File: config.mk
export PLATFORM = sky130hd
export DESIGN_NAME = pci_init_tracker
export DESIGN_NICKNAME = d
export VERILOG_FILES = /design/src/rtl/pci_trk_pkg.sv /design/src/rtl/pci_trk_lat.sv /design/src/rtl/pci_trk_beats.sv /design/src/rtl/pci_trk_term.sv /design/src/rtl/pci_init_tracker.sv
export SDC_FILE = /design/constraint.sdc
export NUM_CORES = 1
export LEC_CHECK = 0
export CORE_ASPECT_RATIO = 0.7
export CORE_MARGIN = 2
export CORE_UTILIZATION = 35
export DETAILED_ROUTE_END_ITERATION = 10
export PLACE_DENSITY_LB_ADDON = 0.1
export SYNTH_ARGS = -nofsm -noshare
export SYNTH_HDL_FRONTEND = slang
export SYNTH_SLANG_ARGS = --single-unit
File: constraint.sdc
create_clock -name clk -period 1.9 [get_ports clk]
set_input_delay 0.38 -clock clk [delete_from_list [all_inputs] [get_ports clk]]
set_output_delay 0.38 -clock clk [all_outputs]
set_load 0.01 [all_outputs]
File: src/rtl/pci_trk_pkg.sv
package pci_trk_pkg;
  typedef enum logic [2:0] {
    S_IDLE = 3'd0,
    S_REQ  = 3'd1,
    S_ACK  = 3'd2,
    S_ADDR = 3'd3,
    S_DATA = 3'd4,
    S_TURN = 3'd5
  } trk_state_e;

  // cause vector bit positions (status bits 4..7)
  localparam int C_LAT  = 0;
  localparam int C_RTRY = 1;
  localparam int C_DWOD = 2;
  localparam int C_DWD  = 3;
endpackage

File: src/rtl/pci_trk_lat.sv
module pci_trk_lat #(
  parameter int LAT_W = 8
) (
  input  logic             clk,
  input  logic             rst,
  input  logic             load,
  input  logic             run,
  input  logic [LAT_W-1:0] init,
  output logic             expired
);
  logic [LAT_W-1:0] cnt_q;

  always_ff @(posedge clk) begin
    if (rst)                      cnt_q <= '0;
    else if (load)                cnt_q <= init;
    else if (run && cnt_q != '0)  cnt_q <= cnt_q - LAT_W'(1);
  end

  assign expired = (cnt_q == '0);
endmodule

File: src/rtl/pci_trk_beats.sv
module pci_trk_beats #(
  parameter int LEN_W = 4
) (
  input  logic             clk,
  input  logic             rst,
  input  logic             load,
  input  logic [LEN_W-1:0] len,
  input  logic             dec,
  output logic             last_beat,
  output logic             any_beat
);
  logic [LEN_W-1:0] rem_q;
  logic             any_q;

  always_ff @(posedge clk) begin
    if (rst) begin
      rem_q <= '0;
      any_q <= 1'b0;
    end else if (load) begin
      rem_q <= (len == '0) ? LEN_W'(1) : len;
      any_q <= 1'b0;
    end else if (dec) begin
      rem_q <= rem_q - LEN_W'(1);
      any_q <= 1'b1;
    end
  end

  assign last_beat = (rem_q == LEN_W'(1));
  assign any_beat  = any_q;
endmodule

File: src/rtl/pci_trk_term.sv
module pci_trk_term import pci_trk_pkg::*; (
  input  logic       in_data,
  input  logic       irdy_n,
  input  logic       trdy_n,
  input  logic       stop_n,
  input  logic       devsel_n,
  input  logic       any_beat,
  input  logic       lat_flag,
  input  logic       last_beat,
  output logic       xfer,
  output logic       finish,
  output logic [3:0] cause
);
  logic stop_hit;

  assign xfer     = in_data && !devsel_n && !irdy_n && !trdy_n;
  assign stop_hit = in_data && !devsel_n && !stop_n;
  assign finish   = stop_hit || (xfer && (last_beat || lat_flag));

  always_comb begin
    cause = '0;
    if (stop_hit) begin
      if (xfer)          cause[C_DWD]  = 1'b1;
      else if (any_beat) cause[C_DWOD] = 1'b1;
      else               cause[C_RTRY] = 1'b1;
    end else if (xfer && lat_flag && !last_beat) begin
      cause[C_LAT] = 1'b1;
    end
  end
endmodule

File: src/rtl/pci_init_tracker.sv
module pci_init_tracker import pci_trk_pkg::*; #(
  parameter int ADDR_W = 32,
  parameter int LEN_W  = 4,
  parameter int LAT_W  = 8,
  parameter bit BUS64  = 1'b1
) (
  input  logic              clk,
  input  logic              rst,
  input  logic              l_start,
  input  logic [LEN_W-1:0]  l_len,
  input  logic [ADDR_W-1:0] l_addr,
  input  logic [3:0]        l_cmd,
  input  logic              l_rdy_n,
  input  logic [LAT_W-1:0]  lat_cfg,
  output logic              l_adr_ack_n,
  output logic              l_ack_n,
  output logic              l_xfr_n,
  output logic [9:0]        l_status,
  output logic              req_n,
  input  logic              gnt_n,
  output logic              frame_n,
  output logic              irdy_n,
  input  logic              trdy_n,
  input  logic              stop_n,
  input  logic              devsel_n,
  input  logic              ack64_n,
  output logic [ADDR_W-1:0] bus_ad,
  output logic [3:0]        bus_cbe
);
  trk_state_e        state_q, state_d;
  logic [ADDR_W-1:0] addr_q;
  logic [3:0]        cmd_q;
  logic              irdy_q, irdy_d;
  logic              dph_q, t64_q, latf_q;
  logic [3:0]        cause_q, cause_d;
  logic              in_data, xfer, finish, last_beat, any_beat, lat_exp;

  assign in_data = (state_q == S_DATA);

  pci_trk_term u_term (
    .in_data   (in_data),
    .irdy_n    (irdy_q),
    .trdy_n    (trdy_n),
    .stop_n    (stop_n),
    .devsel_n  (devsel_n),
    .any_beat  (any_beat),
    .lat_flag  (latf_q),
    .last_beat (last_beat),
    .xfer      (xfer),
    .finish    (finish),
    .cause     (cause_d)
  );

  pci_trk_beats #(.LEN_W(LEN_W)) u_beats (
    .clk       (clk),
    .rst       (rst),
    .load      (state_q == S_ACK),
    .len       (l_len),
    .dec       (xfer),
    .last_beat (last_beat),
    .any_beat  (any_beat)
  );

  pci_trk_lat #(.LAT_W(LAT_W)) u_lat (
    .clk     (clk),
    .rst     (rst),
    .load    (state_q == S_ADDR),
    .run     (in_data),
    .init    (lat_cfg),
    .expired (lat_exp)
  );

  always_comb begin
    state_d = state_q;
    unique case (state_q)
      S_IDLE:  if (l_start) state_d = S_REQ;
      S_REQ:   if (!gnt_n)  state_d = S_ACK;
      S_ACK:   state_d = S_ADDR;
      S_ADDR:  state_d = S_DATA;
      S_DATA:  if (finish)  state_d = S_TURN;
      S_TURN:  state_d = S_IDLE;
      default: state_d = S_IDLE;
    endcase
  end

  // initiator ready: local ready one clock ahead, held while a beat waits
  always_comb begin
    if (state_d != S_DATA)              irdy_d = 1'b1;
    else if (in_data && !irdy_q && !xfer) irdy_d = 1'b0;
    else                                irdy_d = l_rdy_n;
  end

  always_ff @(posedge clk) begin
    if (rst) begin
      state_q <= S_IDLE;
      addr_q  <= '0;
      cmd_q   <= '0;
      irdy_q  <= 1'b1;
      dph_q   <= 1'b0;
      latf_q  <= 1'b0;
      cause_q <= '0;
    end else begin
      state_q <= state_d;
      irdy_q  <= irdy_d;
      dph_q   <= xfer;
      if (state_q == S_ACK) begin
        addr_q <= l_addr;
        cmd_q  <= l_cmd;
      end
      if (state_q == S_IDLE && l_start) cause_q <= '0;
      else if (in_data && finish)       cause_q <= cause_d;
      if (state_q == S_ADDR)                    latf_q <= 1'b0;
      else if (in_data && lat_exp && gnt_n)     latf_q <= 1'b1;
    end
  end

  generate
    if (BUS64) begin : g_wide
      always_ff @(posedge clk) begin
        if (rst || state_q == S_ACK)              t64_q <= 1'b0;
        else if (in_data && !devsel_n && !ack64_n) t64_q <= 1'b1;
      end
    end else begin : g_narrow
      logic unused_ack64;
      assign unused_ack64 = ack64_n;
      assign t64_q = 1'b0;
    end
  endgenerate

  assign req_n       = (state_q != S_REQ);
  assign frame_n     = !((state_q == S_ADDR) || (in_data && !(last_beat || latf_q)));
  assign irdy_n      = irdy_q;
  assign bus_ad      = addr_q;
  assign bus_cbe     = cmd_q;
  assign l_adr_ack_n = (state_q != S_ACK);
  assign l_ack_n     = !(in_data && !trdy_n);
  assign l_xfr_n     = !dph_q;
  assign l_status    = {t64_q, dph_q, cause_q, in_data, (state_q == S_ADDR),
                        (state_q == S_ACK || state_q == S_ADDR || in_data),
                        (state_q == S_REQ)};
endmodule

==> results of run 1 <==
## routing by layer
| layer | part of all wire [%] | vias up | routed length, µm | GRT usage [%] |
|---|---|---|---|---|
| met5 | 0 | - | 0 | 0 |
| met4 | 0.94 | 0 | 65 | 5.26 |
| met3 | 10 | 7 | 720 | 9.58 |
| met2 | 42 | 81 | 2870 | 25.4 |
| met1 | 47 | 1127 | 3240 | 22.5 |
| li1 | - | 1310 | - | - |
## worst max path at each step
stage                           to  slack [ns]        startpoint
CTS                    l_status[1]        0.01        state_q[2]
detailed placement         frame_n       -0.06  u_beats.rem_q[1]
global placement           frame_n       -0.05  u_beats.rem_q[1]
finish                 l_status[3]        0.08        state_q[2]
global route        u_lat.cnt_q[2]       0.002    u_lat.cnt_q[1]
floorplan           u_lat.cnt_q[2]        0.11    u_lat.cnt_q[0]
## tightest hold or removal path, stage by stage
cell,delay (ns)
sky130_fd_sc_hd__buf_2,0.11
sky130_fd_sc_hd__a31o_2,0.15
sky130_fd_sc_hd__a21oi_1,0.05
## registers in the layout, indices dropped and copies added (netlist names)
signal            cells
bus_ad               32
bus_cbe               4
cause_q               4
dph_q                 1
irdy_n                1
latf_q                1
state_q               3
t64_q                 1
u_beats.any_beat      1
u_beats.rem_q         4
u_lat.cnt_q           8
## layout make-up
class,count,area [µm²]
multi-input combinational,218,1220
tap,98,123
clock buffer,12,145
inverter,11,53.8
timing repair buffer,134,1250
fill,701,3150
clock inverter,4,48.8
sequential,60,1200
## Yosys cell counts (2+ instances only)
cell type	instances	area share (%)
sky130_fd_sc_hd__nand3_1	5	0.98
sky130_fd_sc_hd__nor4_1	3	0.73
sky130_fd_sc_hd__nand2_1	78	11
sky130_fd_sc_hd__nor3_1	11	2.1
sky130_fd_sc_hd__o211a_1	2	0.78
sky130_fd_sc_hd__a21oi_1	50	9.8
sky130_fd_sc_hd__mux2i_1	2	0.78
sky130_fd_sc_hd__o21ai_0	2	0.39
sky130_fd_sc_hd__buf_4	4	1.2
sky130_fd_sc_hd__nor2_1	16	2.3
sky130_fd_sc_hd__xnor2_1	3	1.0
sky130_fd_sc_hd__a211oi_1	6	1.8
sky130_fd_sc_hd__a31oi_1	3	0.73
sky130_fd_sc_hd__nor4b_1	2	0.68
sky130_fd_sc_hd__inv_1	9	1.3
sky130_fd_sc_hd__ha_1	4	2.0
sky130_fd_sc_hd__nand2b_1	4	0.98
sky130_fd_sc_hd__o211ai_1	2	0.59
sky130_fd_sc_hd__clkbuf_1	15	2.2
sky130_fd_sc_hd__nand3b_1	2	0.59
sky130_fd_sc_hd__buf_6	2	0.88
sky130_fd_sc_hd__or3_1	3	0.73
sky130_fd_sc_hd__dfxtp_1	60	47
## layout by cell type (no fill, tap or decap), drive strengths merged, types with 2 or more instances in the layout
cell           netlist  final
clkdlybuf4s50        0     99
nand2               78     78
dfxtp               60     60
a21oi               50     50
buf                  7     29
nor2                16     16
clkbuf              15     13
nor3                11     11
inv                 10     10
a211oi               6      6
nand3                5      5
nand2b               4      4
ha                   4      4
dlygate4sd2          0      4
nor4                 4      4
clkinv               1      4
a31oi                3      3
or3                  3      3
xnor2                3      3
nor3b                2      2
o21ai                2      2
nand3b               2      2
o211a                2      2
nor4b                2      2
o211ai               2      2
mux2i                2      2
## power groups by stage
| stage | clock [mW] | sequential, mW | combinational [mW] |
|---|---|---|---|
| after floorplan | 0 | 1.37 | 0.191 |
| after CTS | 1.18 | 1.33 | 0.470 |
| after detailed placement | 0 | 1.36 | 0.475 |
| after global placement | 0 | 1.36 | 0.472 |
| final | 1.13 | 1.33 | 0.467 |
| after global routing | 1.24 | 1.34 | 0.512 |
## timing repair
item                                    4_1_cts  5_1_grt
setup buffers                                 0        1
gates resized for setup                      18        5
gates cloned                                  0        0
endpoints found under the setup margin        9        4
## kinds of logic (layout without fill, tap and decap cells)
| family | Yosys count | in the layout | synth area share (%) |
|---|---|---|---|
| fa+ha+maj | 4 | 4 | 1.95 |
| simple gates | 132 | 132 | 24.4 |
| buf+inv | 33 | 161 | 6.54 |
| mux | 2 | 2 | 0.781 |
| compound gates | 77 | 77 | 18.5 |
| flops | 60 | 60 | 46.8 |
| xor+xnor | 3 | 3 | 1.02 |
## stage by stage
| step | TNS, ns | instance area [µm²] | power [mW] | hold slack, ns |
|---|---|---|---|---|
| finish | 0 | 4040 | 2.93 | 0.398 |
| global placement | -0.0490 | 3840 | 1.83 | 0.441 |
| CTS | 0 | 4040 | 2.98 | 0.379 |
| global route | 0 | 4040 | 3.09 | 0.390 |
| detailed placement | -0.0842 | 3840 | 1.83 | 0.446 |
| floorplan | 0 | 2560 | 1.56 | 0.474 |
==> impl_results.md, run 1 <==
- Result of the run: completed
- Post-DR wirelength/cell: 12.9 µm
- Internal power contribution: 2.21 mW
- Syn Std Cell Area: 0.00256 mm²
- Leakage Power: 1.46 nW
- TritonCTS clock tree: built
- Non-filler cells in the finished layout: 537
- Async S/R FF share, synth: 0%
- Worst path setup slack after routing: 0.0803 ns
- Cell count after synthesis: 311
- X dimension of the die: 106 µm
- Slowest stage delay, CP: 0.42 ns
- Slowest cell on crit path: sky130_fd_sc_hd__or3b_4
- Setup clock skew after layout: 0.00890 ns
- Crit path max-delay family: simple AND/OR/NAND/NOR gates
- Warnings, synthesis: 0
- Primary flip-flop cell chosen by synthesis mapping: sky130_fd_sc_hd__dfxtp_1
- Final core utilization: 56.2%
- Cell count of the worst hold path: 3
- Time the final worst path needs with I/O delays and setup: 1.82 ns
- Die height: 75.6 µm
- Crit path buf inv count: 2
- Final global-route overflow total: 0
- Number of nets in the layout: 495
- Slew at the pin closest to its max-slew limit: 0.422 ns
- Full die area: 0.00804 mm²
- Clock network fraction of total power: 38.6%
- Residual DRC: 0
- Fraction of power spent switching nets: 24.7%
- Headroom to the max-slew limit: 71.6%
- DRC marker count from the first detailed-route iteration: 97
- Number of placed cells counting well taps: 520
- Highest Clock Rate: 0.550 GHz
- Fraction of power consumed by sequential logic: 45.5%
- Root Buffer Master: sky130_fd_sc_hd__clkbuf_8
- Share of final-layout standard cells stronger than drive strength 1: 13.2%
- Critical path, cell by cell: or3b_4 -> clkinv_8 -> dlygate4sd2_1
- End of the worst register-to-register path: cause_q[1]
- Vias in the first global route: 2290
- CTS hold repair buffers: 0
- Crit Path Class: reg -> out
- Area growth from synthesis to layout: 57.7%
- Final number of hold-violating endpoints: 0
- First-pass GRT wire length: 10900 µm
- Final setup fails: 0
- Max Cap Violations: 0
- Power density relative to cell area: 724 mW/mm²
- Worst r2r path cells: 5
- CP startpoint kind: register
- Mapped Avg Cell Area: 8.25 µm²
- GP Congestion: 0.828
- Vias post-DR: 2525
- Worst-Skew Late Latency: 0.34 ns
- Initial antenna violation count: 0
- Largest voltage drop on the vdd net: 360 µV
- Port-buffer cells: 108
- DPL Wire Length: 4920 µm
- Arr. time, crit path: 1.44 ns
- Top Ports: 109
- Hold WC Path Type: in -> reg
- Pin count of the biggest net entering global routing: 43
- Clock transition at the registers of the reported paths: 0.07 ns
- Number of routed nets with antenna violations: 0
- Worst setup EP type: primary output
- TritonCTS buffer count: 9
- Sequential area share after synthesis: 46.8%
- Count of unique library cells instantiated by Yosys: 46
- Number of max-slew violations in the final report: 0
- Hold path endpoint: cause_q[2]
- Wirelength, routed: 6900 µm
- Total track usage: 17.5%
- Sink Count: 60
- Clock buffer depth: 2
- First-pass detailed-route iteration total: 6
- Max H-tree Level: 3
- Combinational Power Share: 16.0%
- Switching power summed over all nets: 0.723 mW
- Largest fanout on the critical path: 6
- Worst flop-to-flop path startpoint: state_q[2]
- Source of the worst hold timing path: rst
- RSZ-0062 raised after global routing: no
- Stages on worst setup path: 3
- EDFF count, synth: 0
- Share of the clock period used by the worst path after layout: 95.8%
- Post-synthesis sequential element count: 60
- Vias/cell: 4.70
- Core Area: 0.00719 mm²
- Setup slack at placement: -0.0643 ns
- Post-Syn Nets: 372
- Critical Path RT: 1.52 ns
- Cell Rows: 26
- # diodes: 0
- Setup slack, reg-to-reg: 0.10 ns
- Initial cell density of the core: 35.7%
Power figures use the tool's default switching activity.
==> run 2: changes to the inputs <==
--- a/config.mk
+++ b/config.mk
@@ -5,6 +5,7 @@
 export SDC_FILE = /design/constraint.sdc
 export NUM_CORES = 1
 export LEC_CHECK = 0
+export CAP_MARGIN = 40
 export CORE_ASPECT_RATIO = 0.7
 export CORE_MARGIN = 2
 export CORE_UTILIZATION = 35
==> results of run 2 <==
No change in the layout: final DEF, timing and power equal those of run 1.
==> run 3: changes to the inputs <==
--- a/config.mk
+++ b/config.mk
@@ -10,6 +10,7 @@
 export CORE_MARGIN = 2
 export CORE_UTILIZATION = 35
 export DETAILED_ROUTE_END_ITERATION = 10
+export HOLD_SLACK_MARGIN = 0.08
 export PLACE_DENSITY_LB_ADDON = 0.1
 export SYNTH_ARGS = -nofsm -noshare
 export SYNTH_HDL_FRONTEND = slang
==> constraint.sdc (replaced) <==
create_clock -name clk -period 2 [get_ports clk]
set_input_delay 0.4 -clock clk [delete_from_list [all_inputs] [get_ports clk]]
set_output_delay 0.4 -clock clk [all_outputs]
set_load 0.01 [all_outputs]
==> run 3 against run 2 <==
- final cell count fell by 1.3%
- non-clock buffer count fell by 7
- combinational power fell by 6.9%
- worst hold slack got worse by 0.081 ns
- clock skew rose by 0.0013 ns
- worst setup slack got worse by 0.0053 ns
- critical path depth rose by 1
==> impl_results.md, run 3 (synthesized netlist as in run 1, its figures left out) <==
- Arr. time, crit path: 1.52 ns (was 1.44 ns)
- Power density relative to cell area: 704 mW/mm² (was 724 mW/mm²)
- Max Cap Violations: 0 (unchanged)
- Crit path max-delay family: simple AND/OR/NAND/NOR gates (unchanged)
- Commonest cells after routing, fill and taps aside: sky130_fd_sc_hd__clkdlybuf4s50_1, sky130_fd_sc_hd__nand2_1, sky130_fd_sc_hd__dfxtp_1, sky130_fd_sc_hd__a21oi_1, sky130_fd_sc_hd__buf_4 (unchanged)
- Number of routed nets with antenna violations: 0 (unchanged)
- End of the worst register-to-register path: u_lat.cnt_q[7] (was cause_q[1])
- Final core utilization: 55.6% (was 56.2%)
- Worst r2r path cells: 6 (was 5)
- Time the final worst path needs with I/O delays and setup: 1.92 ns
- X dimension of the die: 106 µm (unchanged)
- Leakage Power: 1.43 nW (was 1.46 nW)
- Setup slack, reg-to-reg: 0.15 ns (was 0.10 ns)
- Most common library cell in the layout ignoring fill and taps: sky130_fd_sc_hd__clkdlybuf4s50_1 (unchanged)
- Hold WC Path Type: in -> reg (unchanged)
- Slowest stage delay, CP: 0.43 ns (was 0.42 ns)
- Final setup fails: 0 (unchanged)
- Vias/cell: 4.78 (was 4.70)
- Result of the run: completed (unchanged)
- Number of max-slew violations in the final report: 0 (unchanged)
- Number of nets in the layout: 488 (was 495)
- Final global-route overflow total: 0 (unchanged)
- Initial antenna violation count: 0 (unchanged)
- CP startpoint kind: register (unchanged)
- TritonCTS buffer count: 9 (unchanged)
- Vias post-DR: 2534 (was 2525)
- Critical Path RT: 1.60 ns (was 1.52 ns)
- Largest voltage drop on the vdd net: 519 µV (was 360 µV)
- Setup clock skew after layout: 0.0102 ns (was 0.00890 ns)
- Die height: 75.6 µm (unchanged)
- Cell Rows: 26 (unchanged)
- Worst setup EP type: primary output (unchanged)
- Hold path endpoint: state_q[1] (was cause_q[2])
- GP Congestion: 0.821 (was 0.828)
- Fill cell count: 697 (was 701)
- Highest Clock Rate: 0.519 GHz
- Vias in the first global route: 2339 (was 2290)
- Full die area: 0.00804 mm² (unchanged)
- Crit Path Class: reg -> out (unchanged)
- Slowest cell on crit path: sky130_fd_sc_hd__or3b_4 (unchanged)
- Share of final-layout standard cells stronger than drive strength 1: 11.1% (was 13.2%)
- Cell count of the worst hold path: 2 (was 3)
- Summed negative setup slack over all endpoints: 0 ns (unchanged)
- Initial cell density of the core: 35.7% (unchanged)
- Post-cts sizing count: 11 (was 18)
- Worst-Skew Late Latency: 0.33 ns (was 0.34 ns)
- DRC marker count from the first detailed-route iteration: 90 (was 97)
- Footprint of the flip-flops and latches: 0.00120 mm² (about the same)
- DPL Wire Length: 4900 µm (was 4920 µm)
- # diodes: 0 (unchanged)
- First-pass GRT wire length: 11100 µm (was 10900 µm)
- Pin count of the biggest net entering global routing: 43 (unchanged)
- Residual DRC: 0 (unchanged)
- Post-DR wirelength/cell: 13.2 µm (was 12.9 µm)
- Headroom to the max-slew limit: 63.8% (was 71.6%)
- Multi-input gate area in the final layout: 0.00121 mm² (was 0.00122 mm²)
- Clock transition at the registers of the reported paths: 0.07 ns (about the same)
- Max H-tree Level: 3 (unchanged)
- Total track usage: 17.7% (was 17.5%)
- Post-CTS setup buffer count: 0 (unchanged)
- First-pass detailed-route iteration total: 4 (was 6)
- Worst flop-to-flop path startpoint: u_lat.cnt_q[0] (was state_q[2])
- CTS hold repair buffers: 0 (unchanged)
- Critical path, cell by cell: or3b_4 -> clkinv_8 -> nand2b_1 -> dlygate4sd2_1 (was or3b_4 -> clkinv_8 -> dlygate4sd2_1)
- Top Ports: 109 (unchanged)
- Core Area: 0.00719 mm² (unchanged)
- Number of flip-flops under the largest register name: 32 (unchanged)
- Port-buffer cells: 108 (unchanged)
- Area growth from synthesis to layout: 55.9% (was 57.7%)
- Final number of hold-violating endpoints: 0 (unchanged)
- Crit path buf inv count: 2 (unchanged)
- Wirelength, routed: 6980 µm (was 6900 µm)
- Source of the worst hold timing path: rst (unchanged)
- Root Buffer Master: sky130_fd_sc_hd__clkbuf_8 (unchanged)
- Largest fanout on the critical path: 9 (was 6)
- Clock buffer depth: 2 (unchanged)
- Sink Count: 60 (unchanged)
- Slew at the pin closest to its max-slew limit: 0.539 ns (was 0.422 ns)
- RSZ-0062 raised after global routing: no (unchanged)
- TritonCTS clock tree: built (unchanged)
- Share of the clock period used by the worst path after layout: 96.2%
-- run 3: how the worst max path moves through the flow --
stage | start | cells after the start | to
after global routing | state_q[2] | 4 | l_ack_n
after detailed placement | u_beats.rem_q[1] | 6 | frame_n
after global placement | u_beats.rem_q[1] | 6 | frame_n
after CTS | u_beats.rem_q[1] | 6 | frame_n
final | state_q[2] | 4 | l_ack_n
after floorplan | u_lat.cnt_q[0] | 6 | u_lat.cnt_q[2]
-- run 3: worst register-to-register path: stages, from the launching register on --
cell and delay (ns):
sky130_fd_sc_hd__dfxtp_1 0.39, sky130_fd_sc_hd__inv_1 0.12, sky130_fd_sc_hd__ha_1 0.21, sky130_fd_sc_hd__nor4b_1 0.15, sky130_fd_sc_hd__or3_1 0.32, sky130_fd_sc_hd__or3_1 0.33
sky130_fd_sc_hd__a311oi_2 0.24
-- run 3: per-stage QoR --
step / cells / setup WS [ns] / power [mW] / hold WS (ns) / instance area (µm²)
2_1_floorplan: 311 / 0.206 / 1.48 / 0.474 / 2560
3_3_place_gp: 514 / 0.0519 / 1.73 / 0.441 / 3800
3_5_place_dp: 514 / 0.0278 / 1.73 / 0.446 / 3800
4_1_cts: 530 / 0.0136 / 2.85 / 0.305 / 4000
5_1_grt: 530 / 0.00815 / 2.95 / 0.311 / 4000
6_report: 530 / 0.0751 / 2.81 / 0.317 / 4000
-- run 3: layer usage --
layer	part of all wire, %	vias to the layer above	track usage, %
met5	0	-	0
met4	1.4	0	6.58
met3	9.8	13	8.30
met2	42	91	25.8
met1	47	1135	23.2
li1	-	1295	-
-- run 3: power by group --
group | total, mW | internal, mW | leakage [nW] | switching (mW)
sequential | 1.26 | 1.24 | 0.486 | 0.0256
combinational | 0.435 | 0.242 | 0.843 | 0.193
clock | 1.12 | 0.640 | 0.102 | 0.476
-- run 3: area by class of cell --
type,instances,area share (%)
multi-input combinational,218,30.3
timing repair buffer,127,30.2
sequential,60,30.1
clock buffer,12,3.88
tap,98,3.07
inverter,11,1.35
clock inverter,4,1.19
